### src/rtl/asrx_pkg.sv
package asrx_pkg;

  typedef enum logic [2:0] {
    FMT_LSB16 = 3'b000,
    FMT_LSB20 = 3'b001,
    FMT_MSB24 = 3'b010,
    FMT_I2S24 = 3'b011,
    FMT_LSB24 = 3'b100
  } asrx_fmt_e;

  localparam int SHORT_W = 16;
  localparam int MID_W   = 20;

  // Unassigned codes fall back to the MSB-justified framing.
  function automatic asrx_fmt_e decode_fmt(input logic [2:0] code);
    if (code > 3'b100) return FMT_MSB24;
    return asrx_fmt_e'(code);
  endfunction

endpackage

### src/rtl/asrx_edge_sync.sv
module asrx_edge_sync #(
  parameter int SYNC_STAGES = 2
) (
  input  logic clk,
  input  logic rst,
  input  logic bclk_in,
  input  logic lrck_in,
  input  logic sdata_in,
  output logic bit_rise,
  output logic lr_bit,
  output logic sd_bit
);

  localparam int LAST = SYNC_STAGES - 1;

  // lane 2 = bit clock, lane 1 = frame clock, lane 0 = data
  logic [2:0] stage_q [SYNC_STAGES];
  logic       bclk_prev_q;

  for (genvar g = 0; g < SYNC_STAGES; g++) begin : g_stage
    if (g == 0) begin : g_first
      always_ff @(posedge clk) begin
        if (rst) stage_q[g] <= '0;
        else     stage_q[g] <= {bclk_in, lrck_in, sdata_in};
      end
    end else begin : g_next
      always_ff @(posedge clk) begin
        if (rst) stage_q[g] <= '0;
        else     stage_q[g] <= stage_q[g-1];
      end
    end
  end

  always_ff @(posedge clk) begin
    if (rst) bclk_prev_q <= 1'b0;
    else     bclk_prev_q <= stage_q[LAST][2];
  end

  assign bit_rise = stage_q[LAST][2] & ~bclk_prev_q;
  assign lr_bit   = stage_q[LAST][1];
  assign sd_bit   = stage_q[LAST][0];

  assert_rise_single_R2: assert property (@(posedge clk) disable iff (rst)
    bit_rise |=> !bit_rise);

endmodule

### src/rtl/asrx_shift_engine.sv
module asrx_shift_engine
  import asrx_pkg::*;
#(
  parameter int WORD_W = 24
) (
  input  logic              clk,
  input  logic              rst,
  input  logic              bit_rise,
  input  logic              lr_bit,
  input  logic              sd_bit,
  input  asrx_fmt_e         fmt,
  output logic              word_done,
  output logic [WORD_W-1:0] word_data,
  output logic              word_left,
  output asrx_fmt_e         word_fmt
);

  localparam int CNT_W = $clog2(WORD_W + 1);
  localparam logic [CNT_W-1:0] CNT_MAX = CNT_W'(WORD_W);

  logic [1:0]        lr_hist_q;
  logic [1:0]        hist_cnt_q;
  logic [CNT_W-1:0]  cnt_q;
  logic [WORD_W-1:0] sreg_q;
  logic              in_frame_q;

  logic             is_i2s, is_lsb, lr_cur, lr_old, hist_ok, edge_seen, take, left_lvl;
  logic [CNT_W-1:0] idx;

  always_comb begin
    is_i2s    = (fmt == FMT_I2S24);
    is_lsb    = (fmt == FMT_LSB16) || (fmt == FMT_LSB20) || (fmt == FMT_LSB24);
    // I2S is MSB-justified framing on a frame clock delayed by one bit.
    lr_cur    = is_i2s ? lr_hist_q[0] : lr_bit;
    lr_old    = is_i2s ? lr_hist_q[1] : lr_hist_q[0];
    hist_ok   = is_i2s ? (hist_cnt_q == 2'd2) : (hist_cnt_q != 2'd0);
    edge_seen = hist_ok && (lr_cur != lr_old);
    idx       = edge_seen ? '0 : cnt_q;
    take      = is_lsb || (idx < CNT_MAX);
    left_lvl  = !is_i2s;
  end

  always_ff @(posedge clk) begin
    if (rst) begin
      lr_hist_q  <= '0;
      hist_cnt_q <= '0;
      cnt_q      <= '0;
      sreg_q     <= '0;
      in_frame_q <= 1'b0;
      word_done  <= 1'b0;
      word_data  <= '0;
      word_left  <= 1'b0;
      word_fmt   <= FMT_MSB24;
    end else begin
      word_done <= 1'b0;
      if (bit_rise) begin
        lr_hist_q <= {lr_hist_q[0], lr_bit};
        if (hist_cnt_q != 2'd2) hist_cnt_q <= hist_cnt_q + 2'd1;
        cnt_q <= (idx == CNT_MAX) ? idx : idx + 1'b1;
        if (take) sreg_q <= {sreg_q[WORD_W-2:0], sd_bit};
        if (edge_seen) begin
          in_frame_q <= 1'b1;
          if (in_frame_q) begin
            word_done <= 1'b1;
            word_data <= sreg_q;
            word_left <= (lr_old == left_lvl);
            word_fmt  <= fmt;
          end
        end
      end
    end
  end

  assert_done_on_rise_R2: assert property (@(posedge clk) disable iff (rst)
    word_done |-> $past(bit_rise));

  assert_no_early_word_R8: assert property (@(posedge clk) disable iff (rst)
    word_done |-> $past(in_frame_q));

  assert_count_bounded_R2: assert property (@(posedge clk) disable iff (rst)
    cnt_q <= CNT_MAX);

endmodule

### src/rtl/asrx_word_align.sv
module asrx_word_align
  import asrx_pkg::*;
#(
  parameter int WORD_W = 24
) (
  input  logic              clk,
  input  logic              rst,
  input  logic              word_done,
  input  logic [WORD_W-1:0] word_data,
  input  logic              word_left,
  input  asrx_fmt_e         word_fmt,
  output logic [WORD_W-1:0] left_out,
  output logic [WORD_W-1:0] right_out,
  output logic              sample_valid
);

  logic [WORD_W-1:0] ext;
  logic [WORD_W-1:0] left_hold_q;
  logic              left_pend_q;

  always_comb begin
    case (word_fmt)
      FMT_LSB16: ext = {{(WORD_W-SHORT_W){word_data[SHORT_W-1]}}, word_data[SHORT_W-1:0]};
      FMT_LSB20: ext = {{(WORD_W-MID_W){word_data[MID_W-1]}}, word_data[MID_W-1:0]};
      default:   ext = word_data;
    endcase
  end

  always_ff @(posedge clk) begin
    if (rst) begin
      left_hold_q  <= '0;
      left_pend_q  <= 1'b0;
      left_out     <= '0;
      right_out    <= '0;
      sample_valid <= 1'b0;
    end else begin
      sample_valid <= 1'b0;
      if (word_done) begin
        if (word_left) begin
          left_hold_q <= ext;
          left_pend_q <= 1'b1;
        end else if (left_pend_q) begin
          left_out     <= left_hold_q;
          right_out    <= ext;
          sample_valid <= 1'b1;
          left_pend_q  <= 1'b0;
        end
      end
    end
  end

  assert_strobe_single_R7: assert property (@(posedge clk) disable iff (rst)
    sample_valid |=> !sample_valid);

  assert_strobe_after_right_R7: assert property (@(posedge clk) disable iff (rst)
    sample_valid |-> $past(word_done && !word_left));

  assert_outputs_held_R7: assert property (@(posedge clk) disable iff (rst)
    !sample_valid |-> ($stable(left_out) && $stable(right_out)));

  assert_sext_short_R6: assert property (@(posedge clk) disable iff (rst)
    (sample_valid && $past(word_fmt == FMT_LSB16))
      |-> (right_out[WORD_W-1:SHORT_W] == {(WORD_W-SHORT_W){right_out[SHORT_W-1]}}));

endmodule

### src/rtl/audio_serial_rx.sv
module audio_serial_rx
  import asrx_pkg::*;
#(
  parameter int WORD_W      = 24,
  parameter int SYNC_STAGES = 2
) (
  input  logic              clk,
  input  logic              rst,
  input  logic              bclk_in,
  input  logic              lrck_in,
  input  logic              sdata_in,
  input  logic [2:0]        fmt_sel,
  output logic [WORD_W-1:0] left_out,
  output logic [WORD_W-1:0] right_out,
  output logic              sample_valid
);

  logic              bit_rise, lr_bit, sd_bit;
  logic              word_done, word_left;
  logic [WORD_W-1:0] word_data;
  asrx_fmt_e         fmt, word_fmt;

  assign fmt = decode_fmt(fmt_sel);

  asrx_edge_sync #(.SYNC_STAGES(SYNC_STAGES)) u_sync (
    .clk      (clk),
    .rst      (rst),
    .bclk_in  (bclk_in),
    .lrck_in  (lrck_in),
    .sdata_in (sdata_in),
    .bit_rise (bit_rise),
    .lr_bit   (lr_bit),
    .sd_bit   (sd_bit)
  );

  asrx_shift_engine #(.WORD_W(WORD_W)) u_shift (
    .clk       (clk),
    .rst       (rst),
    .bit_rise  (bit_rise),
    .lr_bit    (lr_bit),
    .sd_bit    (sd_bit),
    .fmt       (fmt),
    .word_done (word_done),
    .word_data (word_data),
    .word_left (word_left),
    .word_fmt  (word_fmt)
  );

  asrx_word_align #(.WORD_W(WORD_W)) u_align (
    .clk          (clk),
    .rst          (rst),
    .word_done    (word_done),
    .word_data    (word_data),
    .word_left    (word_left),
    .word_fmt     (word_fmt),
    .left_out     (left_out),
    .right_out    (right_out),
    .sample_valid (sample_valid)
  );

  assert_reset_quiet_R1: assert property (@(posedge clk)
    $past(rst) |-> !sample_valid);

endmodule

### config.mk
export PLATFORM = sky130hd
export DESIGN_NAME = audio_serial_rx
export DESIGN_NICKNAME = d
export VERILOG_FILES = /design/src/rtl/asrx_pkg.sv /design/src/rtl/asrx_edge_sync.sv /design/src/rtl/asrx_shift_engine.sv /design/src/rtl/asrx_word_align.sv /design/src/rtl/audio_serial_rx.sv
export SDC_FILE = /design/constraint.sdc
export NUM_CORES = 1
export LEC_CHECK = 0
export BUFFER_PORTS_ARGS = -buffer_cell sky130_fd_sc_hd__buf_2
export CAP_MARGIN = 20
export CORE_MARGIN = 3
export CORE_UTILIZATION = 62
export CTS_CLUSTER_SIZE = 30
export DETAILED_ROUTE_END_ITERATION = 16
export GPL_ROUTABILITY_DRIVEN = 0
export HOLD_SLACK_MARGIN = 0.1
export PLACE_DENSITY = 0.94
export SYNTH_ARGS = -nofsm -noshare
export SYNTH_HDL_FRONTEND = slang
export SYNTH_SLANG_ARGS = --single-unit
### constraint.sdc
create_clock -name clk -period 4.8 [get_ports clk]
set_input_delay 0 -clock clk [delete_from_list [all_inputs] [get_ports clk]]
set_output_delay 0 -clock clk [all_outputs]
set_load 0.05 [all_outputs]
==> run summary, run 1 <==
Max Root-Sink Buffers -> 2
die area -> 0.00972 sq mm
synthesized area -> 0.00531 sq mm
VDD IR max -> 0.000225 V
Layout area overhead -> 18.1%
Synth Net Count -> 592
fraction of layout cells with a size suffix above 1 -> 15.5%
final setup fails -> 0
Critical Setup Path Class -> flip-flop to flip-flop
wire per inst -> 16.7 um
Inserted Clock Buffers -> 17
PD cells -> 405 mW/mm^2
largest cells by area after synthesis -> dfxtp_1 54%, nand2_1 9.7%, mux2i_1 9.2%
vias in the first global route -> 4122
Diodes inserted -> 0
Post-Syn Instances -> 583
first-pass GRT wire length -> 20.0 mm
total wire length -> 12.5 mm
dpl cells -> 708
Worst Hold Class -> input port to flip-flop
Primary FF master, synth -> dfxtp_1
clock skew -> 0.00614 ns
xor and xnor area share after synthesis -> 0.824%
Vias/cell -> 5.78
worst path cell trace -> nor2b_1 -> o2111ai_1 -> o21ba_1 -> buf_4 -> nand3_1 -> dlygate4sd3_1 -> a21oi_1
initial core utilization -> 64.3%
crit end category -> flip-flop
grt ovf -> 0
final-report hold violation count -> 0
simple-gate portion of the synthesized area -> 19.8%
R2R depth -> 7
Power Total -> 2.54 mW
startpoint types -> flip-flop
initial antenna violation count -> 0
GRT Total Usage -> 26.0%
CTS root buf -> clkbuf_8
DRT iter0 DRCs -> 423
Crit Path Max Fanout -> 31
Nets -> 642
Crit path buffers/inverters -> 2
post-synthesis sequential area ratio -> 54.3%
I/O pin total -> 57
chip height -> 98.6 um
mux contribution to synthesized area -> 9.23%
clk sinks -> 144
Placeable Area -> 0.00826 sq mm
H-tree levels -> 4
Max Slew Vio Count -> 0
crit share post-route -> 55.5%
clock slew at reported path FFs -> 0.06 ns
normalized max-slew margin -> 36.4%
post-synthesis adder-cell area fraction -> 0.235%
Max Clock Freq -> 0.376 GHz
Pleak -> 2.30 nW
EDFF count, synth -> 0
Synth Area in Compound Gates -> 11.7%
Crit path depth -> 7
status -> complete, no violations
RSZ-0062 raised after global routing -> false
post_cts resized -> 0
# port buffers -> 56
CP required -> 5.26 ns
HPWL Detailed -> 6.95 mm
largest incremental delay on the critical path -> 0.58 ns
post-route setup TNS -> 0 ns
Antenna Violating Nets Remaining -> 0
clock latency at the later pin of the worst-skew pair -> 0.53 ns
Yosys reg bits -> 144
max cap viols -> 0
main combinational cell family by area after synthesis -> simple AND/OR/NAND/NOR gates
# DRC -> 0
largest net degree at the start of global routing -> 76
critical path arrival -> 3.12 ns
largest area contributor in the netlist -> dfxtp_1
TritonCTS clock tree -> yes
Avg Inst Size Synth -> 9.11 sq um
die width -> 98.6 um
post-synth top area share -> 54.3%
worst-margin pin slew -> 0.954 ns
fin cells -> 750
Ys Warns -> 0
kind of cell adding the most delay to the critical path -> buffers and inverters
Post-CTS Repair Setup Buffers -> 0
crit path time final -> 2.66 ns
vias after detailed routing -> 4337
Synth cell types -> 41
slowest cell on the critical path -> dlygate4sd3_1
DRT Pass-1 Iters -> 5
Hold Path Depth -> 3
FP Rows -> 33
Async SR Flop Fraction -> 0%
==> area by class of cell <==
type	count	area (sq um)
clock buffers	22	473
repair buffers	69	435
clock inverters	9	106
inverters	4	15.0
multi-input cells	397	2230
flip-flops and latches	144	2880
fillers	458	1980
well taps	105	131
==> worst register-to-register path: stages (launching register included) <==
cell and delay, ns:
dfxtp_1 0.33, nor2b_1 0.51, o2111ai_1 0.24, o21ba_1 0.26
buf_4 0.41, nand3_1 0.12, dlygate4sd3_1 0.58, a21oi_1 0.13
==> layout by cell type (no fill, tap or decap), types with 9 or more instances in the layout <==
| cell type | instances |
|---|---|
| nand2_1 | 137 |
| mux2i_1 | 49 |
| clkbuf_16 | 16 |
| dfxtp_1 | 144 |
| dlygate4sd3_1 | 9 |
| a211oi_1 | 10 |
| a21oi_1 | 75 |
| nor2_1 | 48 |
| buf_2 | 55 |
| nand2b_1 | 32 |
| nor2b_1 | 10 |
==> flip-flops by register name (all words and copies together), names as in the netlist, 2 cells and up <==
| register | count |
|---|---|
| u_align.left_hold_q | 24 |
| u_align.right_out | 24 |
| u_shift.word_data | 24 |
| u_shift.cnt_q | 5 |
| u_shift.word_fmt | 3 |
| u_shift.lr_hist_q | 2 |
| u_align.left_out | 24 |
| u_shift.sreg_q | 24 |
| u_shift.hist_cnt_q | 2 |
| u_sync.stage_q | 6 |
==> kinds of logic after synthesis <==
family          count (synthesis)
compound gates                103
xor+xnor                        5
fa+ha+maj                       1
buf+inv                        42
flops                         144
mux                            49
simple gates                  239
==> final timing paths <==
kind / startpoint / endpoint / slack, ns
worst max-delay path: u_sync.stage_q[1][2] / u_shift.word_fmt[2] / 2.14
worst min-delay path: lrck_in / u_sync.stage_q[0][1] / 0.21
worst max register to register: u_sync.stage_q[1][2] / u_shift.word_fmt[2] / 2.14
worst min register to register: u_sync.stage_q[0][0] / u_sync.stage_q[1][0] / 0.44
==> power breakdown <==
| part | total, mW | leakage (nW) | internal [mW] | switching, mW |
|---|---|---|---|---|
| Clock | 1.28 | 0.279 | 0.790 | 0.493 |
| Combinational | 0.0571 | 0.863 | 0.0236 | 0.0335 |
| Sequential | 1.20 | 1.16 | 1.20 | 0.00359 |
==> synthesized netlist by cell type, drive strengths merged (3+ instances only) <==
master and number:
a211oi 10, a21oi 76, buf 7, clkbuf 31
dfxtp 144, inv 4, mux2i 49, nand2 137
nand2b 33, nor2 49, nor2b 10, o21a 5
xnor2 3
==> through the flow <==
| stage | hold slack [ns] | area [sq um] | setup WS, ns | util (%) |
|---|---|---|---|---|
| 2_1_floorplan | 0.128 | 5310 | 3.25 | - |
| 3_3_place_gp | 0.211 | 5560 | 2.71 | 67.3 |
| 3_5_place_dp | 0.215 | 5560 | 2.56 | 67.3 |
| 4_1_cts | 0.200 | 6230 | 2.14 | 75.4 |
| 5_1_grt | 0.210 | 6270 | 1.98 | 76.0 |
| 6_report | 0.211 | 6270 | 2.14 | 76.0 |
==> per-layer routing <==
metal	GRT usage [%]	up-vias	routed length, um
li1	-	2033	-
met1	31.4	2039	5100
met5	0	-	0
met4	12.9	0	441
met3	8.28	50	878
met2	41.9	215	6110
==> repair_timing <==
item | 4_1_cts | 5_1_grt
setup endpoints to repair | 0 | 0
endpoints found under the hold margin | 61 | 0
hold buffers | 9 | 0
Note: power is estimated with default switching activity, not from simulation.
==> run 2, diff against run 1 <==
--- a/config.mk
+++ b/config.mk
@@ -8,12 +8,12 @@
 export BUFFER_PORTS_ARGS = -buffer_cell sky130_fd_sc_hd__buf_2
 export CAP_MARGIN = 20
 export CORE_MARGIN = 3
-export CORE_UTILIZATION = 62
+export CORE_UTILIZATION = 58
 export CTS_CLUSTER_SIZE = 30
 export DETAILED_ROUTE_END_ITERATION = 16
 export GPL_ROUTABILITY_DRIVEN = 0
 export HOLD_SLACK_MARGIN = 0.1
-export PLACE_DENSITY = 0.94
+export PLACE_DENSITY = 0.89
 export SYNTH_ARGS = -nofsm -noshare
 export SYNTH_HDL_FRONTEND = slang
 export SYNTH_SLANG_ARGS = --single-unit
==> constraint.sdc (replaced) <==
create_clock -name clk -period 2.5 [get_ports clk]
set_input_delay 0 -clock clk [delete_from_list [all_inputs] [get_ports clk]]
set_output_delay 0 -clock clk [all_outputs]
set_load 0.05 [all_outputs]
==> run summary, run 2 (synthesized netlist as in run 1, its figures left out) <==
status -> complete, no violations (unchanged)
Max Clock Freq -> 0.444 GHz (was 0.376 GHz)
vias in the first global route -> 3928 (was 4122)
first-pass GRT wire length -> 19.3 mm (was 20.0 mm)
Post-CTS Repair Setup Buffers -> 0 (unchanged)
GRT Total Usage -> 24.2% (was 26.0%)
final-report hold violation count -> 0 (unchanged)
Max Slew Vio Count -> 0 (unchanged)
max cap viols -> 0 (unchanged)
dpl cells -> 718 (was 708)
crit path time final -> 2.25 ns (was 2.66 ns)
fin cells -> 762 (was 750)
crit end category -> flip-flop (unchanged)
initial core utilization -> 60.3% (was 64.3%)
TritonCTS clock tree -> yes (unchanged)
largest incremental delay on the critical path -> 0.60 ns (was 0.58 ns)
Pleak -> 2.36 nW (was 2.30 nW)
die area -> 0.0103 sq mm (was 0.00972 sq mm)
Nets -> 650 (was 642)
# DRC -> 0 (unchanged)
Hold Buf Count CTS -> 12 (was 9)
clock skew -> 0.0106 ns (was 0.00614 ns)
area of the multi-input gates -> 0.00223 sq mm (unchanged)
die width -> 102 um (was 98.6 um)
Vias/cell -> 5.47 (was 5.78)
Crit Path Max Fanout -> 31 (unchanged)
Layout area overhead -> 19.7% (was 18.1%)
crit share post-route -> 90.1% (was 55.5%)
post-route setup TNS -> 0 ns (unchanged)
Max Root-Sink Buffers -> 2 (unchanged)
post_cts resized -> 0 (unchanged)
R2R Setup Slk -> 0.25 ns (was 2.14 ns)
Crit path buffers/inverters -> 3 (was 2)
Diodes inserted -> 0 (unchanged)
Placeable Area -> 0.00881 sq mm (was 0.00826 sq mm)
setup ws final -> 0.249 ns (was 2.14 ns)
startpoint types -> flip-flop (unchanged)
DRT Pass-1 Iters -> 5 (unchanged)
chip height -> 102 um (was 98.6 um)
worst-margin pin slew -> 0.854 ns (was 0.954 ns)
clock latency at the later pin of the worst-skew pair -> 0.53 ns (about the same)
FILL cells -> 544 (was 458)
initial antenna violation count -> 0 (unchanged)
Worst Hold Class -> flip-flop to flip-flop (was input port to flip-flop)
total wire length -> 11.9 mm (was 12.5 mm)
worst path cell trace -> nor2b_1 -> buf_4 -> o2111ai_1 -> o21ba_1 -> buf_12 -> nand2b_1 -> a21oi_1 -> dlygate4sd3_1 (was nor2b_1 -> o2111ai_1 -> o21ba_1 -> buf_4 -> nand3_1 -> dlygate4sd3_1 -> a21oi_1)
largest net degree at the start of global routing -> 77 (was 76)
HPWL Detailed -> 7.17 mm (was 6.95 mm)
grt ovf -> 0 (unchanged)
clk sinks -> 144 (unchanged)
critical path arrival -> 2.67 ns (was 3.12 ns)
most frequent cells in the layout -> 144 x dfxtp_1, 137 x nand2_1, 75 x a21oi_1 (unchanged)
normalized max-slew margin -> 43.1% (was 36.4%)
fraction of layout cells with a size suffix above 1 -> 16.4% (was 15.5%)
CTS root buf -> clkbuf_8 (unchanged)
vias after detailed routing -> 4168 (was 4337)
kind of cell adding the most delay to the critical path -> buffers and inverters (unchanged)
# port buffers -> 56 (unchanged)
Inserted Clock Buffers -> 17 (unchanged)
pre-CTS setup slack -> 0.736 ns (was 2.56 ns)
commonest non-fill, non-tap cell in the layout -> dfxtp_1 (unchanged)
RSZ-0062 raised after global routing -> false (unchanged)
Critical Setup Path Class -> flip-flop to flip-flop (unchanged)
Antenna Violating Nets Remaining -> 0 (unchanged)
H-tree levels -> 4 (unchanged)
clock slew at reported path FFs -> 0.07 ns (was 0.06 ns)
I/O pin total -> 57 (unchanged)
FP Rows -> 34 (was 33)
CP required -> 2.92 ns (was 5.26 ns)
VDD IR max -> 0.000617 V (was 0.000225 V)
slowest cell on the critical path -> dlygate4sd3_1 (unchanged)
DRT iter0 DRCs -> 257 (was 423)
PD cells -> 791 mW/mm^2 (was 405 mW/mm^2)
final setup fails -> 0 (unchanged)
wire per inst -> 15.6 um (was 16.7 um)
register area -> 0.00288 sq mm (unchanged)
-- run 2: changes by cell type in the layout (fill, tap and decap cells not counted), sizes merged --
cell,previous run,this run
clkinvlp,3,1
clkbuf,22,17
inv,5,11
dlygate4sd3,9,12
buf,60,65
bufinv,2,3
clkinv,3,4
-- run 2: metal layers --
metal,vias to the layer above,global-route usage [%],wire (um)
met5,-,0,0
met4,0,10.8,329
met3,28,5.10,554
met2,125,39.7,5850
met1,1964,30.6,5180
li1,2051,-,-
-- run 2: final timing paths --
kind / start / to / cells after the start
max: u_sync.stage_q[1][2] / u_shift.word_fmt[0] / 8
min: u_sync.stage_q[0][0] / u_sync.stage_q[1][0] / 1
max reg2reg: u_sync.stage_q[1][2] / u_shift.word_fmt[0] / 8
min reg2reg: u_sync.stage_q[0][0] / u_sync.stage_q[1][0] / 1
-- run 2: power breakdown --
| group | switching (mW) | internal [mW] | leakage, nW | total (mW) |
|---|---|---|---|---|
| Clock | 1.05 | 1.56 | 0.298 | 2.61 |
| Sequential | 0.00668 | 2.30 | 1.16 | 2.31 |
| Combinational | 0.0641 | 0.0476 | 0.901 | 0.112 |
-- run 2: metrics by stage --
stage                     hold slack (ns)  cell area, sq um  power (mW)  utilization, %
after floorplan                     0.128              5310        2.44               -
after global placement              0.207              5630        2.45            63.9
after detailed placement            0.213              5630        2.46            63.9
after CTS                           0.443              6360        5.03            72.2
after global routing                0.467              6360        5.15            72.2
final                               0.441              6360        5.03            72.2
-- run 2: layout make-up --
type,count,share of cell area (%)
clock buffer,17,6.51
clock inverter,15,3.13
inverter,4,0.236
multi-input combinational,397,35.1
sequential,144,45.3
tap,108,2.12
timing repair buffer,77,7.59
==> run 3, diff against run 2 <==
--- a/config.mk
+++ b/config.mk
@@ -14,6 +14,7 @@
 export GPL_ROUTABILITY_DRIVEN = 0
 export HOLD_SLACK_MARGIN = 0.1
 export PLACE_DENSITY = 0.89
+export REMOVE_ABC_BUFFERS = 1
 export SYNTH_ARGS = -nofsm -noshare
 export SYNTH_HDL_FRONTEND = slang
 export SYNTH_SLANG_ARGS = --single-unit
==> run summary, run 3 (synthesized netlist as in run 1, its figures left out) <==
Antenna Violating Nets Remaining -> 0 (unchanged)
TritonCTS clock tree -> yes (unchanged)
first-pass GRT wire length -> 18.3 mm (was 19.3 mm)
final setup fails -> 0 (unchanged)
critical path arrival -> 2.68 ns (was 2.67 ns)
wire per inst -> 14.7 um (was 15.6 um)
FP Rows -> 34 (unchanged)
share of the core filled with cells -> 71.7% (was 72.2%)
clock skew -> 0.0108 ns (was 0.0106 ns)
clk sinks -> 144 (unchanged)
Post-CTS Repair Setup Buffers -> 0 (unchanged)
Critical Setup Path Class -> flip-flop to flip-flop (unchanged)
normalized max-slew margin -> 43.2% (was 43.1%)
die area -> 0.0103 sq mm (unchanged)
Inserted Clock Buffers -> 17 (unchanged)
Max Slew Vio Count -> 0 (unchanged)
crit end category -> flip-flop (unchanged)
Hold Buf Count CTS -> 8 (was 12)
crit share post-route -> 89.3% (was 90.1%)
PD cells -> 780 mW/mm^2 (was 791 mW/mm^2)
HPWL Detailed -> 6.82 mm (was 7.17 mm)
H-tree levels -> 4 (unchanged)
RSZ-0062 raised after global routing -> false (unchanged)
vias after detailed routing -> 4092 (was 4168)
CP required -> 2.95 ns (was 2.92 ns)
worst-margin pin slew -> 0.853 ns (was 0.854 ns)
chip height -> 102 um (unchanged)
status -> complete, no violations (unchanged)
commonest non-fill, non-tap cell in the layout -> dfxtp_1 (unchanged)
max cap viols -> 0 (unchanged)
Nets -> 644 (was 650)
initial core utilization -> 60.3% (unchanged)
# port buffers -> 56 (unchanged)
Max Clock Freq -> 0.448 GHz (was 0.444 GHz)
post-route setup TNS -> 0 ns (unchanged)
clock slew at reported path FFs -> 0.06 ns (was 0.07 ns)
Layout area overhead -> 18.7% (was 19.7%)
final-report hold violation count -> 0 (unchanged)
die width -> 102 um (unchanged)
CTS root buf -> clkbuf_8 (unchanged)
grt ovf -> 0 (unchanged)
fraction of layout cells with a size suffix above 1 -> 16.0% (was 16.4%)
Pleak -> 2.30 nW (was 2.36 nW)
Worst Hold Class -> input port to flip-flop (was flip-flop to flip-flop)
I/O pin total -> 57 (unchanged)
DRT iter0 DRCs -> 202 (was 257)
largest net degree at the start of global routing -> 66 (was 77)
largest incremental delay on the critical path -> 0.64 ns (was 0.60 ns)
post_cts resized -> 0 (unchanged)
worst r2r src -> u_sync.stage_q[1][2] (unchanged)
R2R Setup Slk -> 0.27 ns (was 0.25 ns)
VDD IR max -> 0.000497 V (was 0.000617 V)
vias in the first global route -> 3896 (was 3928)
GRT Total Usage -> 22.4% (was 24.2%)
DRT Pass-1 Iters -> 4 (was 5)
Crit Path Max Fanout -> 18 (was 31)
worst path cell trace -> nor2b_1 -> o2111ai_1 -> o21ba_2 -> nand3_1 -> dlygate4sd3_1 -> a21oi_1 (was nor2b_1 -> buf_4 -> o2111ai_1 -> o21ba_1 -> buf_12 -> nand2b_1 -> a21oi_1 -> dlygate4sd3_1)
Max Root-Sink Buffers -> 2 (unchanged)
Vias/cell -> 5.41 (was 5.47)
Hold Path Depth -> 3 (was 1)
slowest cell on the critical path -> o21ba_2 (was dlygate4sd3_1)
dpl cells -> 716 (was 718)
Diodes inserted -> 0 (unchanged)
startpoint types -> flip-flop (unchanged)
R2R depth -> 6 (was 8)
total wire length -> 11.1 mm (was 11.9 mm)
Placeable Area -> 0.00881 sq mm (unchanged)
# DRC -> 0 (unchanged)
crit path time final -> 2.23 ns (was 2.25 ns)
hold_sp -> sdata_in (was u_sync.stage_q[0][0])
fin cells -> 756 (was 762)
initial antenna violation count -> 0 (unchanged)
Critical path origin -> u_sync.stage_q[1][2] (unchanged)
clock latency at the later pin of the worst-skew pair -> 0.52 ns (was 0.53 ns)
most frequent cells in the layout -> 144 x dfxtp_1, 137 x nand2_1, 75 x a21oi_1 (unchanged)
run 3: cell count changes in the layout (fill, tap and decap cells not counted), sizes merged:
| cell | change |
|---|---|
| buf | -2 |
| clkinvlp | +2 |
| dlygate4sd3 | -4 |
| inv | -5 |
| clkbuf | +3 |
run 3: where the power goes:
group / total, mW / internal, mW / switching (mW)
registers: 2.31 / 2.30 / 0.00669
logic: 0.110 / 0.0457 / 0.0643
clock network: 2.50 / 1.55 / 0.950
run 3: worst paths after layout:
kind	end
worst max-delay path	u_shift.word_fmt[2]
worst min-delay path	u_sync.stage_q[0][0]
worst max register to register	u_shift.word_fmt[2]
worst min register to register	u_sync.stage_q[1][1]
run 3: layout make-up:
class,instances,area [sq um]
flip-flops and latches,144,2880
fillers,622,2500
multi-input cells,397,2230
repair buffers,71,453
clock buffers,20,435
clock inverters,12,158
well taps,108,135
inverters,4,15.0
run 3: stage by stage:
step | area [sq um] | setup WS [ns] | hold WS (ns) | power [mW]
finish | 6310 | 0.269 | 0.223 | 4.92
global route | 6310 | 0.122 | 0.223 | 5.05
CTS | 6310 | 0.264 | 0.206 | 4.94
global placement | 5640 | 0.656 | 0.209 | 2.46
detailed placement | 5640 | 0.566 | 0.212 | 2.46
floorplan | 5120 | 0.0216 | 0.0691 | 2.41
run 3: layer usage:
metal / routed length, um / up-vias / track usage (%)
met1: 4870 / 1934 / 27.6
met4: 148 / 0 / 9.82
met5: 0 / - / 0
met2: 5580 / 101 / 37.1
li1: - / 2040 / -
met3: 485 / 17 / 5.65
run 3: worst max-delay path, delay by kind of cell, from the launching register on:
| family | cells | cell delay, ns |
|---|---|---|
| AO/OA/AOI/OAI | 3 | 0.92 |
| buffers and inverters | 1 | 0.59 |
| flip-flops | 1 | 0.34 |
| AND/OR/NAND/NOR | 2 | 0.32 |
